===== src/rtl/wt_env_pkg.sv =====
package wt_env_pkg;
   typedef enum logic [1:0] {
      PH_OFF  = 2'd0,
      PH_DEC1 = 2'd1,
      PH_DEC2 = 2'd2,
      PH_REL  = 2'd3
   } env_phase_e;

   localparam int RATE_W  = 6;
   localparam int RATE_MAX = 63;
endpackage


===== src/rtl/wt_env_rate.sv =====
module wt_env_rate
   import wt_env_pkg::*;
(
   input  logic [3:0]        val_i,
   input  logic [3:0]        rcor_i,
   input  logic [3:0]        oct_i,
   input  logic              fmsb_i,
   output logic [RATE_W-1:0] rate_o
);
   logic signed [8:0] raw;

   always_comb begin
      if (rcor_i == 4'd15)
         raw = $signed({3'b000, val_i, 2'b00});
      else
         raw = ($signed({{5{oct_i[3]}}, oct_i}) + $signed({5'b00000, rcor_i})) * 9'sd2
             + $signed({8'b0, fmsb_i}) + $signed({3'b000, val_i, 2'b00});

      if (val_i == 4'd0)
         rate_o = '0;
      else if (val_i == 4'd15)
         rate_o = RATE_W'(RATE_MAX);
      else if (raw < 9'sd0)
         rate_o = '0;
      else if (raw > 9'sd63)
         rate_o = RATE_W'(RATE_MAX);
      else
         rate_o = raw[RATE_W-1:0];
   end
endmodule


===== src/rtl/wt_env_len.sv =====
module wt_env_len
   import wt_env_pkg::*;
#(
   parameter int LEN_W = 24
) (
   input  logic [RATE_W-1:0] rate_i,
   output logic [LEN_W-1:0]  len_o
);
   localparam int BASE_W = LEN_W + 2;

   logic [4:0]        sh;
   logic [BASE_W-1:0] base;
   logic [BASE_W-1:0] quot;
   logic              adj;

   always_comb begin
      sh   = 5'd21 - 5'(rate_i[5:2]);
      base = BASE_W'(4'd15) << sh;
      quot = base / BASE_W'({1'b1, rate_i[1:0]});
      adj  = ((rate_i[1:0] != 2'd0) && (rate_i[5:2] <= 4'd11)) || (rate_i == 6'd51);
      if (rate_i < 6'd4)
         len_o = '0;
      else if (rate_i >= 6'd60)
         len_o = LEN_W'(240);
      else
         len_o = LEN_W'(quot) + (adj ? LEN_W'(2) : LEN_W'(0));
   end
endmodule


===== src/rtl/wt_env_div.sv =====
module wt_env_div #(
   parameter int NUM_W = 32,
   parameter int DEN_W = 24
) (
   input  logic             clk,
   input  logic             rst_n,
   input  logic             start_i,
   input  logic [NUM_W-1:0] num_i,
   input  logic [DEN_W-1:0] den_i,
   output logic             busy_o,
   output logic             done_o,
   output logic [NUM_W-1:0] quo_o
);
   localparam int CNT_W = $clog2(NUM_W + 1);

   logic [NUM_W-1:0] q_q;
   logic [DEN_W-1:0] rem_q, den_q;
   logic [CNT_W-1:0] cnt_q;
   logic             busy_q, done_q;
   logic [DEN_W:0]   trial;
   logic             take;

   assign trial = {rem_q, q_q[NUM_W-1]};
   assign take  = trial >= {1'b0, den_q};

   always_ff @(posedge clk or negedge rst_n) begin
      if (!rst_n) begin
         q_q    <= '0;
         rem_q  <= '0;
         den_q  <= '0;
         cnt_q  <= '0;
         busy_q <= 1'b0;
         done_q <= 1'b0;
      end else begin
         done_q <= 1'b0;
         if (start_i) begin
            q_q    <= num_i;
            rem_q  <= '0;
            den_q  <= den_i;
            cnt_q  <= CNT_W'(NUM_W);
            busy_q <= 1'b1;
         end else if (busy_q) begin
            rem_q <= take ? DEN_W'(trial - {1'b0, den_q}) : trial[DEN_W-1:0];
            q_q   <= {q_q[NUM_W-2:0], take};
            cnt_q <= cnt_q - 1'b1;
            if (cnt_q == CNT_W'(1)) begin
               busy_q <= 1'b0;
               done_q <= 1'b1;
            end
         end
      end
   end

   assign busy_o = busy_q;
   assign done_o = done_q;
   assign quo_o  = q_q;

   // the partial remainder always stays below the divisor
   p_rem_below_den_r5: assert property (@(posedge clk) disable iff (!rst_n)
      (busy_q && den_q != '0) |-> (rem_q < den_q));
endmodule


===== src/rtl/wt_env_gen.sv =====
module wt_env_gen
   import wt_env_pkg::*;
#(
   parameter int FRAC_W    = 23,
   parameter int LVL_INT_W = 9,
   parameter int LEN_W     = 24,
   parameter int ATT_W     = 8
) (
   input  logic             clk,
   input  logic             rst_n,
   input  logic             tick_i,
   input  logic             key_on_i,
   input  logic             key_off_i,
   input  logic [3:0]       d1_rate_i,
   input  logic [3:0]       d2_rate_i,
   input  logic [3:0]       rel_rate_i,
   input  logic [3:0]       dlev_i,
   input  logic [3:0]       rcor_i,
   input  logic [3:0]       oct_i,
   input  logic             fnum_msb_i,
   output logic [ATT_W-1:0] atten_o,
   output logic             active_o
);
   localparam int ACC_W = LVL_INT_W + FRAC_W;
   localparam logic [ACC_W-1:0] FULL_LVL = ACC_W'(256) << FRAC_W;
   localparam int ATT_MAX = (1 << ATT_W) - 1;

   if (LVL_INT_W < 9)  begin : g_bad_int  $error("LVL_INT_W must hold 256"); end
   if (LEN_W < 22)     begin : g_bad_len  $error("LEN_W too small for slowest phase"); end
   if (ATT_W < 8 || ATT_W > LVL_INT_W) begin : g_bad_att $error("ATT_W out of range"); end
   if (FRAC_W < 8)     begin : g_bad_frac $error("FRAC_W too small"); end

   env_phase_e        phase_q;
   logic [ACC_W-1:0]  vol_q, lim_q, step_q;
   logic              active, kon, koff, adv, hit, d1_end, div_go;
   logic [ACC_W:0]    sum;
   logic [ACC_W-1:0]  dl_tgt, num_sel;
   logic [3:0]        rate_val;
   logic [RATE_W-1:0] rate_eff;
   logic [LEN_W-1:0]  len;
   logic              div_busy, div_done;
   logic [ACC_W-1:0]  div_quo;

   assign active = (phase_q != PH_OFF);
   assign kon    = key_on_i;
   assign koff   = key_off_i && active && !key_on_i;
   assign adv    = tick_i && active && !div_busy && !div_done && !key_on_i && !koff;
   assign sum    = {1'b0, vol_q} + {1'b0, step_q};
   assign hit    = adv && (sum >= {1'b0, lim_q});
   assign d1_end = hit && (phase_q == PH_DEC1);
   assign dl_tgt = ACC_W'({dlev_i, 3'b000}) << FRAC_W;

   always_comb begin
      if (kon) begin
         rate_val = (dlev_i != 4'd0) ? d1_rate_i : d2_rate_i;
         num_sel  = (dlev_i != 4'd0) ? dl_tgt : FULL_LVL;
      end else if (koff) begin
         rate_val = rel_rate_i;
         num_sel  = FULL_LVL - vol_q;
      end else begin
         rate_val = d2_rate_i;
         num_sel  = FULL_LVL - dl_tgt;
      end
   end

   wt_env_rate u_rate (
      .val_i  (rate_val),
      .rcor_i (rcor_i),
      .oct_i  (oct_i),
      .fmsb_i (fnum_msb_i),
      .rate_o (rate_eff)
   );

   wt_env_len #(.LEN_W(LEN_W)) u_len (
      .rate_i (rate_eff),
      .len_o  (len)
   );

   assign div_go = (kon || koff || d1_end) && (len != '0);

   wt_env_div #(.NUM_W(ACC_W), .DEN_W(LEN_W)) u_div (
      .clk     (clk),
      .rst_n   (rst_n),
      .start_i (div_go),
      .num_i   (num_sel),
      .den_i   (len),
      .busy_o  (div_busy),
      .done_o  (div_done),
      .quo_o   (div_quo)
   );

   always_ff @(posedge clk or negedge rst_n) begin
      if (!rst_n) begin
         phase_q <= PH_OFF;
         vol_q   <= FULL_LVL;
         lim_q   <= FULL_LVL;
         step_q  <= '0;
      end else if (kon) begin
         vol_q   <= '0;
         step_q  <= '0;
         phase_q <= (dlev_i != 4'd0) ? PH_DEC1 : PH_DEC2;
         lim_q   <= (dlev_i != 4'd0) ? dl_tgt : FULL_LVL;
      end else if (koff) begin
         phase_q <= PH_REL;
         lim_q   <= FULL_LVL;
         step_q  <= '0;
      end else if (adv) begin
         if (hit) begin
            step_q <= '0;
            lim_q  <= FULL_LVL;
            if (phase_q == PH_DEC1) begin
               vol_q   <= sum[ACC_W-1:0];
               phase_q <= PH_DEC2;
            end else begin
               vol_q   <= FULL_LVL;
               phase_q <= PH_OFF;
            end
         end else begin
            vol_q <= sum[ACC_W-1:0];
         end
      end else if (div_done) begin
         step_q <= div_quo;
      end
   end

   if (ATT_W == LVL_INT_W) begin : g_att_full
      assign atten_o = ATT_W'(vol_q[ACC_W-1:FRAC_W]);
   end else begin : g_att_sat
      assign atten_o = (vol_q[ACC_W-1:FRAC_W] > LVL_INT_W'(ATT_MAX)) ?
                       ATT_W'(ATT_MAX) : vol_q[FRAC_W+ATT_W-1:FRAC_W];
   end

   assign active_o = active;

   // key-on lands at full volume with the voice sounding
   p_keyon_full_vol_r2: assert property (@(posedge clk) disable iff (!rst_n)
      key_on_i |=> (vol_q == '0 && active_o));
   // while sounding and not retriggered, attenuation never falls
   p_level_monotonic_r5: assert property (@(posedge clk) disable iff (!rst_n)
      (active && !key_on_i) |=> (vol_q >= $past(vol_q)));
   // a silent voice sits exactly at maximum attenuation
   p_off_at_floor_r7: assert property (@(posedge clk) disable iff (!rst_n)
      !active_o |-> (vol_q == FULL_LVL));
   // key-off cannot wake a silent voice
   p_keyoff_idle_r9: assert property (@(posedge clk) disable iff (!rst_n)
      (!active_o && key_off_i && !key_on_i) |=> !active_o);
   // output level is frozen between events
   p_hold_no_event_r12: assert property (@(posedge clk) disable iff (!rst_n)
      (!tick_i && !key_on_i && !key_off_i) |=> $stable(atten_o));
endmodule


===== config.mk =====
export PLATFORM = sky130hd
export DESIGN_NAME = wt_env_gen
export DESIGN_NICKNAME = d
export VERILOG_FILES = /design/src/rtl/wt_env_pkg.sv /design/src/rtl/wt_env_rate.sv /design/src/rtl/wt_env_len.sv /design/src/rtl/wt_env_div.sv /design/src/rtl/wt_env_gen.sv
export SDC_FILE = /design/constraint.sdc
export NUM_CORES = 1
export LEC_CHECK = 0
export BUFFER_PORTS_ARGS = -buffer_cell sky130_fd_sc_hd__buf_4
export CORE_UTILIZATION = 60
export CTS_CLUSTER_SIZE = 10
export DETAILED_ROUTE_END_ITERATION = 7
export GPL_ROUTABILITY_DRIVEN = 0
export PLACE_DENSITY_LB_ADDON = 0.08
export SETUP_SLACK_MARGIN = 0.1
export SYNTH_ARGS = -nofsm -noshare
export SYNTH_HDL_FRONTEND = slang
export SYNTH_SLANG_ARGS = --single-unit

===== constraint.sdc =====
create_clock -name clk -period 46.4 [get_ports clk]
set_input_delay 4.64 -clock clk [delete_from_list [all_inputs] [get_ports clk]]
set_output_delay 4.64 -clock clk [all_outputs]
set_load 0.03 [all_outputs]

==> results.yml <==
status:
  status: "finished, final reports clean"
yosys:
  synth_nets: 3251
  synthArstFlopShare_pct: 100
  synth_area_mm2: 0.0230
  synth.most_common_cell: "nor2_1"
  ys_ff_latch: 159
  synth-main-ff-cell: "dfrtp_1"
  yosysSeqAreaShare_pct: 17.3
  yosys-top-cells-area: "dfrtp_1, ha_1, o21ai_0, nor2_1, xnor2_1"
  yosysWarnings: 0
  netlist_instances: 3092
  avgSynthCellArea_um2: 7.44
  synth_top_cell_by_area: "dfrtp_1"
  yosysTopAreaCellShare_pct: 17.1
  yosys-top-cells-count: "nor2_1, nand2_1, o21ai_0"
  synth_edf_count: 0
  ys_types: 138
timing:
  timing.final.crit_share_pct: 97.0
  setup_viol: 0
  relSlewSlack_pct: 24.4
  tightest_slew_ns: 1.13
  hold_viol: 0
  finalMaxSlewViolations: 0
  layout_min_cycle_time_ns: 45.00
  fin_skew_ns: 0.0136
  layout_setup_ws_ns: 1.40
  fmax_ghz: 0.0222
  hold_slack_ns: 0.498
detailed_routing:
  wirelength_um: 72400
  drc: 0
  dr.pass1.iters: 6
  vias: 25300
  avgViaCountPerCell: 6.81
  drt_iter0_drc: 2245
  ant_nets: 0
  routedWlPerCell_um: 19.4
floorplanning:
  dieHeight_um: 198
  core_mm2: 0.0377
  die_x_um: 198
  dieArea_mm2: 0.0391
  io_pins: 39
  initial_core_util_pct: 61.1
  rows: 71
cts:
  cts_root_buffer: "clkbuf_16"
  htreeDepth: 4
  clkSlewWorstSetupHoldPaths_ns: 0.07
  cts_tree: "done"
  worstSkewPairLatency_ns: 0.43
  holdBufCountCts: 0
  cts_buffers: 17
  cts_buffer_depth: 2
  clock-sinks: 159
worst_setup_path:
  worstSetupPathType: "in2reg"
  arrival_ns: 45.28
  startpoint_type: "input port"
  setup.worst_path.end_class: "register"
  critPathMaxStageDelay_ns: 0.53
  cpMaxStageDelayCell: "fa_2"
  worstPathMaxFanout: 12
  crit_top_cell: "o21a_1"
  worstPathRequired_ns: 46.68
finish:
  num_antenna_cells: 0
  finalNetCount: 3356
  fillers: 3100
  drive_above_1_share_pct: 17.0
  area_delta_synth_final_pct: 14.6
  finalNonFillerCells: 3721
global_routing:
  grt_antenna_before_repair: 0
  grt_pass1_wl_um: 116000
  grt_max_degree: 105
  track_usage_pct: 35.6
  globalRouteOverflowTotal: 0
  grt_pass1_vias: 23500
placed_design:
  dp.cells: 3603
  dpl.hpwl_um: 53800
  place.port_buffers: 38
  dp_slack_ns: -1.54
min_path:
  hp-class: "reg2reg"
job:
  cap_violations: 0
## critical path: cells and delay by family
| kind | cells | cell delay [ns] |
|---|---|---|
| buffers and inverters | 11 | 0.90 |
| AOI/OAI and AO/OA | 73 | 12.24 |
| muxes | 9 | 2.80 |
| and+or+nand+nor | 91 | 17.28 |
| adders and majority gates | 27 | 7.24 |
## per-stage QoR
stage / TNS (ns) / instance area [um^2] / util (%)
2_1_floorplan: 0 / 23800 / -
3_3_place_gp: 0 / 24700 / 65.5
3_5_place_dp: -23.10 / 24700 / 65.5
4_1_cts: 0 / 25400 / 67.5
5_1_grt: -1.74 / 26400 / 70.0
6_report: 0 / 26400 / 70.0
## routing by layer
layer	part of all wire [%]	GRT usage, %	vias to the layer above
li1	-	-	11900
met1	42	46.8	12000
met2	47	60.0	1248
met3	6.8	4.39	249
met4	3.3	12.0	0
met5	0	0	-
## logic make-up (layout without fill, tap and decap cells)
group,after synthesis,count (layout),share of synthesized area (%)
DFF,159,159,17.3
xor gates and xnor gates,171,171,6.51
buffers and inverters,275,393,4.89
adders and majority gates,132,132,7.29
AOI/OAI and AO/OA,1016,1016,31.3
and+or+nand+nor,1235,1235,28.0
other,1,1,0.0163
muxes,103,103,4.73
## worst paths after layout
check	start	to	slack, ns	depth (start not counted)
min	lim_q[31]$_DFFE_PN1P_	lim_q[31]$_DFFE_PN1P_	0.50	2
min in group asynchronous	rst_n	step_q[22]$_DFFE_PN0P_	4.28	1
min reg2reg	lim_q[31]$_DFFE_PN1P_	lim_q[31]$_DFFE_PN1P_	0.50	2
max	dlev_i[1]	u_div.den_q[0]$_DFFE_PN0P_	1.40	211
max in group asynchronous	rst_n	u_div.den_q[10]$_DFFE_PN0P_	40.71	2
max reg2reg	phase_q[1]$_DFFE_PN0P_	u_div.den_q[0]$_DFFE_PN0P_	5.66	208
## registers in the layout, indices dropped and copies added (netlist names)
name and cells:
u_div.cnt_q 6, phase_q 2, step_q 32, u_div.done_o 1, vol_q 32, lim_q 5
u_div.busy_o 1, u_div.rem_q 24, u_div.den_q 24, u_div.quo_o 32
## cell type report
class	count	area, um^2	area share (%)
timing repair buffer	207	1560	5.91
multi-input combinational	2658	18900	71.9
sequential	159	3990	15.1
inverter	154	589	2.24
tap	511	639	2.43
clock buffer	17	425	1.61
clock inverter	15	221	0.840
## placed cells by master, fill, tap and decap left out, types with 42 or more instances in the layout
cell type	count
and2_1	45
ha_1	108
buf_4	206
mux2i_1	74
nor3_1	119
a21o_1	64
or2_2	42
nand3_1	151
o21ai_0	206
dfrtp_1	156
a21oi_1	169
a211oi_1	59
xor2_1	53
xnor2_1	117
nor2_1	255
nand2_1	230
inv_1	147
## repair_timing
action	4_1_cts	5_1_grt
gates resized for setup	13	70
buffers inserted	4	82
endpoints found under the setup margin	24	24
pin swaps	4	59
Power is not shown: default switching activity piles up to over one toggle a cycle in this logic, so the estimate is an artifact.
